### src/rtl/tla_pkg.sv
package tla_pkg;
  localparam int unsigned TLA_NFLAGS = 6;

  typedef enum int unsigned {
    FLG_LOC_HI    = 0,
    FLG_LOC_LO    = 1,
    FLG_REM_HI    = 2,
    FLG_REM_LO    = 3,
    FLG_REM_OPEN  = 4,
    FLG_REM_SHORT = 5
  } tla_flag_e;

  // signed comparisons on sign-extended operands
  function automatic logic tla_above(input int reading, input int limit);
    return reading > limit;
  endfunction

  function automatic logic tla_below(input int reading, input int limit);
    return reading < limit;
  endfunction
endpackage

### src/rtl/tla_channel_cmp.sv
module tla_channel_cmp #(
  parameter int unsigned TEMP_W = 8
) (
  input  logic [TEMP_W-1:0] reading,
  input  logic [TEMP_W-1:0] hi_lim,
  input  logic [TEMP_W-1:0] lo_lim,
  input  logic              chk_en,
  output logic              over,
  output logic              under
);
  import tla_pkg::*;

  int r_i, h_i, l_i;

  always_comb begin
    r_i   = int'($signed(reading));
    h_i   = int'($signed(hi_lim));
    l_i   = int'($signed(lo_lim));
    over  = chk_en && tla_above(r_i, h_i);
    under = chk_en && tla_below(r_i, l_i);
  end
endmodule

### src/rtl/tla_sticky_status.sv
module tla_sticky_status #(
  parameter int unsigned NFLAG = 6
) (
  input  logic             clk,
  input  logic             rst_n,
  input  logic [NFLAG-1:0] set_vec,
  input  logic             clr,
  output logic [NFLAG-1:0] status
);
  always_ff @(posedge clk or negedge rst_n) begin
    if (!rst_n)    status <= '0;
    else if (clr)  status <= set_vec;
    else           status <= status | set_vec;
  end
endmodule

### src/rtl/temp_limit_alarm.sv
module temp_limit_alarm #(
  parameter int unsigned TEMP_W = 8
) (
  input  logic                        clk,
  input  logic                        rst_n,
  input  logic                        rd_valid,
  input  logic [TEMP_W-1:0]           local_temp,
  input  logic [TEMP_W-1:0]           remote_temp,
  input  logic [TEMP_W-1:0]           local_hi,
  input  logic [TEMP_W-1:0]           local_lo,
  input  logic [TEMP_W-1:0]           remote_hi,
  input  logic [TEMP_W-1:0]           remote_lo,
  input  logic                        fault_open,
  input  logic                        fault_short,
  input  logic                        alert_mask,
  input  logic                        status_clr,
  output logic [tla_pkg::TLA_NFLAGS-1:0] status,
  output logic                        alert_n
);
  import tla_pkg::*;

  localparam int unsigned NCH   = 2;
  localparam int unsigned NFLAG = TLA_NFLAGS;

  logic [NCH-1:0][TEMP_W-1:0] ch_read, ch_hi, ch_lo;
  logic [NCH-1:0]             ch_en, ch_over, ch_under;
  logic [NFLAG-1:0]           evt_flags;   // conditions seen this cycle
  logic                       any_flag;

  assign ch_read = {remote_temp, local_temp};
  assign ch_hi   = {remote_hi,   local_hi};
  assign ch_lo   = {remote_lo,   local_lo};
  assign ch_en   = {~fault_open, 1'b1};

  for (genvar g = 0; g < NCH; g++) begin : g_ch
    tla_channel_cmp #(.TEMP_W(TEMP_W)) cmp_i (
      .reading (ch_read[g]),
      .hi_lim  (ch_hi[g]),
      .lo_lim  (ch_lo[g]),
      .chk_en  (ch_en[g]),
      .over    (ch_over[g]),
      .under   (ch_under[g])
    );
  end

  always_comb begin
    evt_flags = '0;
    if (rd_valid) begin
      evt_flags[FLG_LOC_HI]    = ch_over[0];
      evt_flags[FLG_LOC_LO]    = ch_under[0];
      evt_flags[FLG_REM_HI]    = ch_over[1];
      evt_flags[FLG_REM_LO]    = ch_under[1];
      evt_flags[FLG_REM_OPEN]  = fault_open;
      evt_flags[FLG_REM_SHORT] = fault_short;
    end
  end

  tla_sticky_status #(.NFLAG(NFLAG)) sts_i (
    .clk     (clk),
    .rst_n   (rst_n),
    .set_vec (evt_flags),
    .clr     (status_clr),
    .status  (status)
  );

  assign any_flag = |status;
  assign alert_n  = ~(any_flag & ~alert_mask);
endmodule

### config.mk
export PLATFORM = sky130hd
export DESIGN_NAME = temp_limit_alarm
export DESIGN_NICKNAME = d
export VERILOG_FILES = /design/src/rtl/tla_pkg.sv /design/src/rtl/tla_channel_cmp.sv /design/src/rtl/tla_sticky_status.sv /design/src/rtl/temp_limit_alarm.sv
export SDC_FILE = /design/constraint.sdc
export NUM_CORES = 1
export LEC_CHECK = 0
export ABC_CLOCK_PERIOD_IN_PS = 1280
export BUFFER_PORTS_ARGS = -buffer_cell sky130_fd_sc_hd__buf_2
export CORE_ASPECT_RATIO = 0.8
export CORE_MARGIN = 4
export CORE_UTILIZATION = 30
export CTS_CLUSTER_SIZE = 25
export DETAILED_ROUTE_END_ITERATION = 6
export GPL_TIMING_DRIVEN = 0
export PLACE_DENSITY = 0.6
export SLEW_MARGIN = 10
export SYNTH_ARGS = -nofsm -noshare
export SYNTH_HDL_FRONTEND = slang
export SYNTH_SLANG_ARGS = --single-unit
### constraint.sdc
create_clock -name clk -period 1.28 [get_ports clk]
set_input_delay 0.064 -clock clk [delete_from_list [all_inputs] [get_ports clk]]
set_output_delay 0.064 -clock clk [all_outputs]
set_load 0.02 [all_outputs]
After elaboration in Yosys (flattened, before gate mapping)
Index checks and enable logic that the tools add are counted.
- output and inout port bits: 7
- logic and storage cells: 15
- register bits after elaboration: 6
- bits of input ports: 55
- muxes and demuxes: 2
- bitwise gates (word level): 5
- $lt $le $gt $ge: 4
- reductions and logical operators: 3
- operators with widths (cell ; count):
    8-bit > comparator ; 2
    8-bit < comparator ; 2
    6-bit 2-to-1 mux ; 2
    6-bit OR ; 1
    6-bit OR reduction ; 1
    1-bit NOT ; 3
    1-bit logical AND ; 2
    1-bit bitwise AND ; 1

Longest topological paths before layout
- depth in word-level cells: 5
- depth in mapped cells: 6
- depth with buffers taken out: 6

By module
Synthesis repeated with hierarchy kept, for this count alone.
- cells, all modules: 136
- area total of the unflattened synthesis: 1052.3 um2
- by module, submodules not included (module ; cells each ; sequential area each (um2) ; area each (um2) ; instances):
    tla_channel_cmp ; 56 ; 0.0 ; 395.4 ; 2
    tla_sticky_status ; 13 ; 150.1 ; 198.9 ; 1
    temp_limit_alarm ; 11 ; 0.0 ; 62.6 ; 1

Worst setup path before layout
No wires, ideal clock.
- kind: input to register
- start point: input local_lo[5]
- end point: register sts_i.status[1]
- slack: 0.137 ns
- data required time: 1.176 ns
- stages on the path: 6
- arrival: 1.039 ns
- path buffers: 0
- library setup time: 0.104 ns
- cell sequence: inv_1 ha_1 a21oi_4 o211ai_1 and3_1 o41ai_2
- longest elaborated chain between the ends: 4
- RTL lines (element ; RTL line ; source):
    start: declaration ; temp_limit_alarm.sv:10 ; input logic [TEMP_W-1:0] local_lo,
    8-bit < comparator * ; tla_pkg.sv:19 ; return reading < limit;
    6-bit 2-to-1 mux * ; temp_limit_alarm.sv:48 ; if (rd_valid) begin
    6-bit OR ; tla_sticky_status.sv:13 ; else status <= status | set_vec;
    6-bit 2-to-1 mux * ; tla_sticky_status.sv:12 ; else if (clr) status <= set_vec;
    end signal: assignment ; tla_sticky_status.sv:12 ;
    end signal: assignment ; tla_sticky_status.sv:13 ;
    end: declaration ; tla_sticky_status.sv:8 ; output logic [NFLAG-1:0] status
Every way passes the cells marked *; elsewhere a longest branch is shown, timed or not.

Worst setup path after layout
- start point: register sts_i.status[0]
- end point: output alert_n
- longest elaborated chain between the ends: 3
- RTL lines (element ; RTL line ; source):
    6-bit OR reduction ; temp_limit_alarm.sv:66 ; assign any_flag = |status;
    1-bit bitwise AND ; temp_limit_alarm.sv:67 ; assign alert_n = ~(any_flag & ~alert_mask);
    1-bit NOT ; temp_limit_alarm.sv:67 ;
    end: declaration ; temp_limit_alarm.sv:18 ; output logic alert_n
No other way between the ends.

==> flow_metrics.env <==
export IMPL_status="finished, violations left"
export IMPL_violations="setup timing"
export IMPL_synth_ff_latch_count=6
export IMPL_period_needed_ns=1.29
export IMPL_regMostFlops="sts_i.status"
export IMPL_wl_mm=2.92
export IMPL_grt_use_total_pct=12.9
export IMPL_std_cell_rows=18
export IMPL_max_clock_path_buffers=2
export IMPL_top_regs="sts_i.status x6"
export IMPL_worst_path_max_delay_cell="dfrtp_1"
export IMPL_gp_congestion=0.805
export IMPL_cts_sinks=6
export IMPL_fin_hold_ws_ns=0.0640
export IMPL_rsz0062_at_grt="true"
export IMPL_worst_pin_slew_ns=0.292
export IMPL_portBuffers=61
export IMPL_cp_arrival_ns=1.23
export IMPL_diodes=0
export IMPL_cts_max_level=1
export IMPL_die_x_um=73.8
export IMPL_async_flop_share_pct=100
export IMPL_synth_edf_count=0
export IMPL_fin_skew_ns=0
export IMPL_yosys_area_top_type="ha_1"
export IMPL_syn_nets=211
export IMPL_firstDrtPassIters=4
export IMPL_drt_iter0_markers=40
export IMPL_netlist_cell_type_count=30
export IMPL_fin_nets=280
export IMPL_hold_class="in -> reg"
export IMPL_yosysSeqAreaShare_pct=14.5
export IMPL_root_buffer="clkbuf_8"
export IMPL_wl_per_cell_um=12.5
export IMPL_largest_reg_flops=6
export IMPL_cp_required_ns=1.22
export IMPL_initial_utilization_pct=32.5
export IMPL_hold_viol_final=0
export IMPL_io_pin_count=62
export IMPL_slowest_delay_ns=0.40
export IMPL_maxCapViolCount=0
export IMPL_synthTopCellsByArea="ha_1, dfrtp_1, inv_1"
export IMPL_final_max_slew_viol_count=0
export IMPL_coreArea_sq_um=3200
export IMPL_utilization_pct=46.3
export IMPL_dp_hpwl_mm=2.62
export IMPL_syn_area_sq_um=1040
export IMPL_die_h_um=60.6
export IMPL_clk_latency_ns=0.22
export IMPL_worst_slew_margin_rel_pct=80.4
export IMPL_cts_made_buffers=3
export IMPL_grt_pass1_vias=1073
export IMPL_syn2layout_area_growth_pct=42.7
export IMPL_post_route_drc_count=0
export IMPL_layout_drive_gt1_share_pct=37.3
export IMPL_ys_top_cells_by_count="inv_1, ha_1, a21oi_1"
export IMPL_yosys_warnings=0
export IMPL_endpoint_kind="output pin"
export IMPL_path_class="reg -> out"
export IMPL_grt_pass1_wl_mm=4.50
export IMPL_ys_dominant_reg_cell="dfrtp_1"
export IMPL_clock_fmax_mhz=775
export IMPL_viasPerCell=4.77
export IMPL_grt_ovfl_total=0
export IMPL_postRouteAntennaNets=0
export IMPL_cts_tree="done"
export IMPL_yosysMostFrequentCell="inv_1"
export IMPL_period_share_pct=101
export IMPL_path_cells="nor4_4 > a21o_1 > buf_6"
export IMPL_finalPower_uw=974
export IMPL_cp_max_fo=2
export IMPL_critPathLaunchType="flip-flop"
export IMPL_clk_pin_slew_worst_paths_ns=0.04
export IMPL_dieArea_sq_um=4470
export IMPL_avgSynthCellArea_sq_um=8.24
export IMPL_fin_ws_ns=-0.0100
export IMPL_powerDensity_nw_per_um2=657
export IMPL_vdd_drop_max_uv=477
export IMPL_grt_max_degree=7
export IMPL_leakagePower_nw=0.907
export IMPL_via_count=1112
export IMPL_synth_cells=126
export IMPL_grt_antenna_before_repair=0
export IMPL_place_ws_ns=-0.158
export IMPL_synth_top_area_share_pct=36.1
export IMPL_finalSetupViolations=1
[cells by family (layout without fill, tap and decap cells)]
group,after synthesis,in the layout,share of synthesized area (%)
buffers and inverters,36,103,13.0
and+or+nand+nor,26,26,15.2
DFF,6,6,14.5
adders and majority gates,30,30,36.1
AOI/OAI and AO/OA,28,28,21.2
[worst max-delay path, delay by kind of cell, from the launching register on]
kind | cells | cell delay [ns]
buffers and inverters | 1 | 0.11
AND/OR/NAND/NOR | 1 | 0.32
flip-flops | 1 | 0.40
AO/OA/AOI/OAI | 1 | 0.17
[report_power, final]
part           switching (mW)  internal [mW]
Clock                  0.0795          0.202
Sequential             0.0266          0.213
Combinational           0.226          0.227
Total                   0.332          0.642
[final timing paths]
path                                            from                   endpoint  slack [ns]  cells past startpoint
max                        sts_i.status[0]$_DFF_PN0_                    alert_n       -0.01                      3
min                                      fault_short  sts_i.status[5]$_DFF_PN0_        0.06                      2
max reg2reg                sts_i.status[2]$_DFF_PN0_  sts_i.status[2]$_DFF_PN0_        0.20                      3
min reg2reg                sts_i.status[4]$_DFF_PN0_  sts_i.status[4]$_DFF_PN0_        0.53                      1
max in group asynchronous                      rst_n  sts_i.status[2]$_DFF_PN0_        0.94                      2
min in group asynchronous                      rst_n  sts_i.status[0]$_DFF_PN0_        0.20                      2
[routing by layer]
| layer | share of wire (%) | global-route usage (%) | vias to the layer above |
|---|---|---|---|
| li1 | - | - | 575 |
| met1 | 44 | 16.9 | 502 |
| met2 | 49 | 21.7 | 31 |
| met3 | 6.5 | 3.81 | 4 |
| met4 | 0.31 | 1.55 | 0 |
| met5 | 0 | 0 | - |
[layout by cell type, fill, tap and decap left out, types with 3 or more instances in the layout]
cell type	Yosys	routed
dfrtp_1	6	6
nor3b_1	3	3
a21oi_1	8	8
clkbuf_8	0	3
inv_1	36	36
ha_1	30	30
nand2_1	7	7
nor2_1	3	3
o211ai_1	5	5
buf_2	0	60
[cell type report]
| cell class | count | area (sq um) |
|---|---|---|
| Clock buffer | 3 | 41.3 |
| Fill cell | 315 | 1720 |
| Inverter | 36 | 135 |
| Multi-Input combinational cell | 84 | 768 |
| Sequential cell | 6 | 150 |
| Tap cell | 40 | 50.0 |
| Timing Repair Buffer | 64 | 337 |
[metrics by stage]
stage | cells | cell area, sq um | TNS (ns)
after floorplan | 126 | 1040 | 0
after global placement | 227 | 1390 | -0.248
after detailed placement | 227 | 1390 | -0.312
after CTS | 233 | 1470 | -0.0108
after global routing | 233 | 1480 | -0.0494
final | 233 | 1480 | -0.0100
[repair_timing]
action	4_1_cts	5_1_grt
hold endpoints to repair	6	0
setup buffers	2	0
resized for setup	3	1
endpoints found under the setup margin	1	1
pin swaps	2	0
hold buffers	1	0
No activity file was read; power rests on OpenSTA's default activity.
